===== config.mk =====
export PLATFORM = sky130hd
export DESIGN_NAME = muldiv_unit
export DESIGN_NICKNAME = d
export VERILOG_FILES = /design/src/rtl/muldiv_pkg.sv /design/src/rtl/mdu_mul_core.sv /design/src/rtl/mdu_div_core.sv /design/src/rtl/muldiv_unit.sv
export SDC_FILE = /design/constraint.sdc
export NUM_CORES = 1
export LEC_CHECK = 0
export ABC_AREA = 1
export ABC_CLOCK_PERIOD_IN_PS = 8900
export CORE_MARGIN = 4
export CORE_UTILIZATION = 55
export CTS_CLUSTER_SIZE = 10
export DETAILED_ROUTE_END_ITERATION = 8
export DONT_BUFFER_PORTS = 1
export GPL_ROUTABILITY_DRIVEN = 0
export HOLD_SLACK_MARGIN = 0.02
export PLACE_DENSITY = 0.8
export SYNTH_ARGS = -nofsm -noshare
export SYNTH_HDL_FRONTEND = slang
export SYNTH_SLANG_ARGS = --single-unit

===== constraint.sdc =====
create_clock -name clk -period 8.9 [get_ports clk]
set_input_delay 0.445 -clock clk [delete_from_list [all_inputs] [get_ports clk]]
set_output_delay 0.445 -clock clk [all_outputs]
set_load 0.05 [all_outputs]

===== src/rtl/muldiv_pkg.sv =====
package muldiv_pkg;
  typedef enum logic [1:0] {
    OP_MULS = 2'b00,
    OP_MULU = 2'b01,
    OP_DIVS = 2'b10,
    OP_DIVU = 2'b11
  } mdu_op_e;
endpackage


===== src/rtl/mdu_mul_core.sv =====
// Shift-and-add multiplier on unsigned magnitudes, one bit per step.
// prod_o shows the value the registers take at the coming edge.
module mdu_mul_core #(
  parameter int W = 32
) (
  input  logic           clk,
  input  logic           rst_n,
  input  logic           load_i,
  input  logic           step_i,
  input  logic [W-1:0]   mcand_i,
  input  logic [W-1:0]   mplier_i,
  output logic [2*W-1:0] prod_o
);
  logic [W-1:0] mcand_q, mcand_d;
  logic [W-1:0] upper_q, upper_d;
  logic [W-1:0] lower_q, lower_d;
  logic [W-1:0] addend;
  logic [W:0]   sum;

  always_comb begin
    addend  = lower_q[0] ? mcand_q : '0;
    sum     = {1'b0, upper_q} + {1'b0, addend};
    mcand_d = mcand_q;
    upper_d = upper_q;
    lower_d = lower_q;
    if (load_i) begin
      mcand_d = mcand_i;
      upper_d = '0;
      lower_d = mplier_i;
    end else if (step_i) begin
      upper_d = sum[W:1];
      lower_d = {sum[0], lower_q[W-1:1]};
    end
  end

  always_ff @(posedge clk or negedge rst_n) begin
    if (!rst_n) begin
      mcand_q <= '0;
      upper_q <= '0;
      lower_q <= '0;
    end else if (load_i || step_i) begin
      mcand_q <= mcand_d;
      upper_q <= upper_d;
      lower_q <= lower_d;
    end
  end

  assign prod_o = {upper_d, lower_d};
endmodule


===== src/rtl/mdu_div_core.sv =====
// Restoring divider on unsigned magnitudes, one quotient bit per step.
// quo_o and rem_o show the values the registers take at the coming edge.
module mdu_div_core #(
  parameter int W = 32
) (
  input  logic         clk,
  input  logic         rst_n,
  input  logic         load_i,
  input  logic         step_i,
  input  logic [W-1:0] dividend_i,
  input  logic [W-1:0] divisor_i,
  output logic [W-1:0] quo_o,
  output logic [W-1:0] rem_o
);
  logic [W-1:0] dvs_q, dvs_d;
  logic [W-1:0] rem_q, rem_d;
  logic [W-1:0] quo_q, quo_d;
  logic [W:0]   shifted;
  logic [W-1:0] trial;
  logic         fits;

  always_comb begin
    shifted = {rem_q, quo_q[W-1]};
    fits    = (shifted >= {1'b0, dvs_q});
    trial   = W'(shifted - {1'b0, dvs_q});
    dvs_d   = dvs_q;
    rem_d   = rem_q;
    quo_d   = quo_q;
    if (load_i) begin
      dvs_d = divisor_i;
      rem_d = '0;
      quo_d = dividend_i;
    end else if (step_i) begin
      rem_d = fits ? trial : shifted[W-1:0];
      quo_d = {quo_q[W-2:0], fits};
    end
  end

  always_ff @(posedge clk or negedge rst_n) begin
    if (!rst_n) begin
      dvs_q <= '0;
      rem_q <= '0;
      quo_q <= '0;
    end else if (load_i || step_i) begin
      dvs_q <= dvs_d;
      rem_q <= rem_d;
      quo_q <= quo_d;
    end
  end

  assign quo_o = quo_d;
  assign rem_o = rem_d;
endmodule


===== src/rtl/muldiv_unit.sv =====
module muldiv_unit
  import muldiv_pkg::*;
#(
  parameter int W = 32
) (
  input  logic         clk,
  input  logic         rst_n,
  input  logic         start_i,
  input  logic [1:0]   op_i,
  input  logic [W-1:0] a_i,
  input  logic [W-1:0] b_i,
  input  logic         rd_req_i,
  input  logic         rd_sel_i,
  output logic         busy_o,
  output logic         rd_valid_o,
  output logic [W-1:0] rd_data_o
);
  localparam int            CW   = $clog2(W);
  localparam logic [CW-1:0] LAST = CW'(W - 1);

  mdu_op_e       op;
  logic          sgn, a_neg, b_neg, b_zero;
  logic [W-1:0]  a_mag, b_mag;
  logic          accept, finish;

  logic          busy_q, busy_d;
  logic [CW-1:0] cnt_q, cnt_d;
  logic          is_div_q, is_div_d;
  logic          neg_main_q, neg_main_d;
  logic          neg_rem_q, neg_rem_d;
  logic [W-1:0]  hi_q, hi_d, lo_q, lo_d;

  logic [2*W-1:0] prod_raw, prod_fix;
  logic [W-1:0]   quo_raw, rem_raw, quo_fix, rem_fix;

  // operand preparation
  always_comb begin
    op     = mdu_op_e'(op_i);
    sgn    = (op == OP_MULS) || (op == OP_DIVS);
    a_neg  = sgn & a_i[W-1];
    b_neg  = sgn & b_i[W-1];
    a_mag  = a_neg ? (~a_i + 1'b1) : a_i;
    b_mag  = b_neg ? (~b_i + 1'b1) : b_i;
    b_zero = ~|b_i;
    accept = start_i & ~busy_q;
    finish = busy_q & (cnt_q == LAST);
  end

  mdu_mul_core #(.W(W)) u_mul (
    .clk      (clk),
    .rst_n    (rst_n),
    .load_i   (accept),
    .step_i   (busy_q & ~is_div_q),
    .mcand_i  (a_mag),
    .mplier_i (b_mag),
    .prod_o   (prod_raw)
  );

  mdu_div_core #(.W(W)) u_div (
    .clk        (clk),
    .rst_n      (rst_n),
    .load_i     (accept),
    .step_i     (busy_q & is_div_q),
    .dividend_i (a_mag),
    .divisor_i  (b_mag),
    .quo_o      (quo_raw),
    .rem_o      (rem_raw)
  );

  // sign fix-up of the final step
  always_comb begin
    prod_fix = neg_main_q ? (~prod_raw + 1'b1) : prod_raw;
    quo_fix  = neg_main_q ? (~quo_raw + 1'b1) : quo_raw;
    rem_fix  = neg_rem_q ? (~rem_raw + 1'b1) : rem_raw;
  end

  // next state
  always_comb begin
    busy_d     = busy_q;
    cnt_d      = cnt_q;
    is_div_d   = is_div_q;
    neg_main_d = neg_main_q;
    neg_rem_d  = neg_rem_q;
    hi_d       = hi_q;
    lo_d       = lo_q;
    if (accept) begin
      busy_d   = 1'b1;
      cnt_d    = '0;
      is_div_d = op_i[1];
      if (op_i[1]) begin
        neg_main_d = (a_neg ^ b_neg) & ~b_zero;
        neg_rem_d  = a_neg;
      end else begin
        neg_main_d = a_neg ^ b_neg;
        neg_rem_d  = 1'b0;
      end
    end else if (busy_q) begin
      cnt_d = cnt_q + 1'b1;
      if (finish) begin
        busy_d = 1'b0;
        if (is_div_q) begin
          hi_d = rem_fix;
          lo_d = quo_fix;
        end else begin
          hi_d = prod_fix[2*W-1:W];
          lo_d = prod_fix[W-1:0];
        end
      end
    end
  end

  // registers
  always_ff @(posedge clk or negedge rst_n) begin
    if (!rst_n) begin
      busy_q     <= 1'b0;
      cnt_q      <= '0;
      is_div_q   <= 1'b0;
      neg_main_q <= 1'b0;
      neg_rem_q  <= 1'b0;
      hi_q       <= '0;
      lo_q       <= '0;
    end else begin
      busy_q <= busy_d;
      cnt_q  <= cnt_d;
      if (accept) begin
        is_div_q   <= is_div_d;
        neg_main_q <= neg_main_d;
        neg_rem_q  <= neg_rem_d;
      end
      if (finish) begin
        hi_q <= hi_d;
        lo_q <= lo_d;
      end
    end
  end

  assign busy_o     = busy_q;
  assign rd_valid_o = rd_req_i & ~busy_q;
  assign rd_data_o  = rd_sel_i ? hi_q : lo_q;
endmodule


==> flow_metrics.py <==
metrics = {
    "hold_path": {
        "hold_path.class": "in -> reg",
    },
    "clock_network": {
        "numCtsBuffers": 34,
        "clk_path_buf_depth": 3,
        "clkSinkCount": 265,
        "cts_tree": "yes",
        "htree_levels": 2,
        "cts_root_buffer": "clkbuf_16",
        "insertion_delay_ns": 0.57,
        "clk_pin_slew_ns": 0.06,
    },
    "timing": {
        "drv_slew": 0,
        "finalSetupViolCount": 0,
        "fin_skew_ns": 0.0456,
        "whs_ns": 0.0395,
        "tns_ns": 0,
        "period_minus_slack_ns": 4.66,
        "fmax_mhz": 215,
        "rsz0062_at_grt": "no",
        "fin_crit_sh": 0.524,
        "tightest_slew_ns": 1.31,
        "max_slew_margin": 0.129,
        "hold_viol": 0,
    },
    "route": {
        "drc": 0,
        "drt_iter0_markers": 3581,
        "vias": 24998,
        "routed_wl_um": 81900,
        "detail_route.vias_per_cell": 5.84,
        "wl_per_cell_um": 19.1,
        "drt-pass1-iter-count": 8,
        "antenna_left": 0,
    },
    "worst_setup_path": {
        "cp_top_family": "simple AND/OR/NAND/NOR gates",
        "rrSetupSlack_ns": 4.24,
        "slowest_stage": "dfrtp_1",
        "cp-end-kind": "flop",
        "critical_path_peak_fanout": 37,
        "crit_required_ns": 9.35,
        "critPathMaxStageDelay_ns": 0.99,
        "cp.buffers_inverters": 4,
        "crit_chain": "nor2_1 -> inv_1 -> nand2_2 -> inv_1 -> buf_4 -> o21ai_0 -> a21oi_2 -> ha_1 -> inv_1 -> nor3_2 -> nand3_2 -> nor2_4 -> nand3_2 -> nand2_1 -> nand3_1 -> nor2_2 -> o21ai_1 -> or2_0 -> nand2_1 -> a21oi_1",
        "start_kind": "flop",
        "cp.arrival_ns": 5.11,
        "path_class": "reg -> reg",
        "crit_top_cell": "inv_1",
    },
    "synth": {
        "yosysMostFrequentCell": "nand2_1",
        "yosys.area.top_type": "dfrtp_1",
        "ys_seq_area_frac": 0.286,
        "synth_edf_count": 0,
        "ys_seq_elements": 265,
        "yosys-top-cells-count": "1,190 x nand2_1, 571 x inv_1, 413 x nor2_1",
        "synthFlopType": "dfrtp_1",
        "ys_types": 61,
        "synth_top_area_frac": 0.286,
        "avgSynthCellArea_um2": 6.13,
        "async_reset_ff_frac": 1.00,
        "syn_nets": 3933,
        "ys_warn_count": 0,
        "synthTopCellsByArea": "dfrtp_1 29%, nand2_1 19%, inv_1 9.2%",
        "synthesis.area_um2": 23200,
        "synthCells": 3789,
    },
    "place": {
        "port_buffers": 0,
        "dpl.cell_count": 4230,
        "dp_hpwl_um": 63400,
        "post_dp_cell_area_um2": 23400,
    },
    "floorplan": {
        "io_pins": 105,
        "dieArea_um2": 45600,
        "rows": 74,
        "core_um2": 41300,
        "start_util": 0.562,
        "die_w_um": 213,
        "die_h_um": 213,
    },
    "cells_and_area": {
        "nFillCells": 3983,
        "n_antenna_cell": 0,
        "multiInputGateArea_um2": 13800,
        "design_area_um2": 24500,
        "final_net_count": 3880,
        "drive_above_1_share": 0.0629,
        "final-seq-area_um2": 6630,
        "fin_cells": 4283,
        "area_growth_pct": 5.48,
    },
    "grt": {
        "grt_usage": 0.353,
        "antenna_found_initial": 0,
        "grt_remaining_overflow": 0,
        "grt_pass1_vias": 22384,
        "grt_first_pass_wirelength_um": 125000,
        "grt_max_degree": 266,
    },
    "job": {
        "cap_violations": 0,
    },
    "run_status": {
        "status": "finished clean",
    },
}
## layout make-up
| type | count | share of cell area |
|---|---|---|
| Sequential cell | 265 | 0.271 |
| Timing Repair Buffer | 22 | 0.00767 |
| Tap cell | 532 | 0.0272 |
| Inverter | 589 | 0.0904 |
| Clock inverter | 6 | 0.00199 |
| Multi-Input combinational cell | 2824 | 0.562 |
| Clock buffer | 45 | 0.0394 |
## stage by stage
| stage | util | setup WS [ns] |
|---|---|---|
| floorplan | - | 5.42 |
| global placement | 0.567 | 4.44 |
| detailed placement | 0.567 | 4.33 |
| CTS | 0.593 | 4.31 |
| global route | 0.593 | 3.83 |
| finish | 0.593 | 4.24 |
## layer usage
metal | vias to the layer above | GRT usage | share of wire
met5 | - | 0 | 0
met4 | 0 | 0.195 | 0.068
met3 | 265 | 0.0955 | 0.13
met2 | 1571 | 0.510 | 0.41
met1 | 11225 | 0.482 | 0.39
li1 | 11937 | - | -
## state kept, by name, summed over array words and instances (netlist names), 5 cells and up
signal	cells
hi_q	32
lo_q	32
u_div.dvs_q	32
u_div.quo_q	32
u_div.rem_q	32
u_mul.lower_q	32
u_mul.mcand_q	32
u_mul.upper_q	32
cnt_q	5
## timing repair
item | 4_1_cts | 5_1_grt
buffers inserted | 0 | 0
gates resized for setup | 0 | 0
hold endpoints to repair | 266 | 0
hold buffers | 2 | 0
setup endpoints to repair | 0 | 0
## path summary, 6_finish.rpt
| kind | end | from | cells after the start |
|---|---|---|---|
| min in group asynchronous | u_mul.mcand_q[20]$_DFFE_PN0P_ | rst_n | 1 |
| max in group asynchronous | neg_main_q$_DFFE_PN0P_ | rst_n | 1 |
| hold / removal | u_mul.mcand_q[0]$_DFFE_PN0P_ | a_i[0] | 2 |
| hold reg to reg | hi_q[19]$_DFFE_PN0P_ | hi_q[19]$_DFFE_PN0P_ | 2 |
| setup / recovery | lo_q[22]$_DFFE_PN0P_ | busy_o$_DFF_PN0_ | 20 |
| setup reg to reg | lo_q[22]$_DFFE_PN0P_ | busy_o$_DFF_PN0_ | 20 |
## cells in the final DEF (no fill, tap or decap), types with 16 or more instances in the layout
cell	synthesis	routed
nand4_1	52	52
nor2_2	22	22
inv_1	571	571
o21bai_1	16	16
nand3_2	20	20
a22oi_1	39	39
clkbuf_16	0	35
nand2_2	41	41
inv_2	16	16
ha_1	71	71
nor3_1	34	34
a21oi_1	135	135
dfrtp_1	265	263
buf_4	6	20
nand3_1	402	402
o21ai_0	168	156
nand3b_1	16	16
o21ai_1	28	40
nor2_1	413	413
a31oi_1	33	33
nand2_1	1190	1190
## logic make-up after synthesis
kind of cell / share of synthesized area
AOI/OAI and AO/OA: 0.117
xor gates and xnor gates: 0.00830
adders and majority gates: 0.0400
buffers and inverters: 0.121
DFF: 0.286
muxes: 0.00679
and+or+nand+nor: 0.421
Power is not shown: default switching activity piles up to over one toggle a cycle in this logic, so the estimate is an artifact.
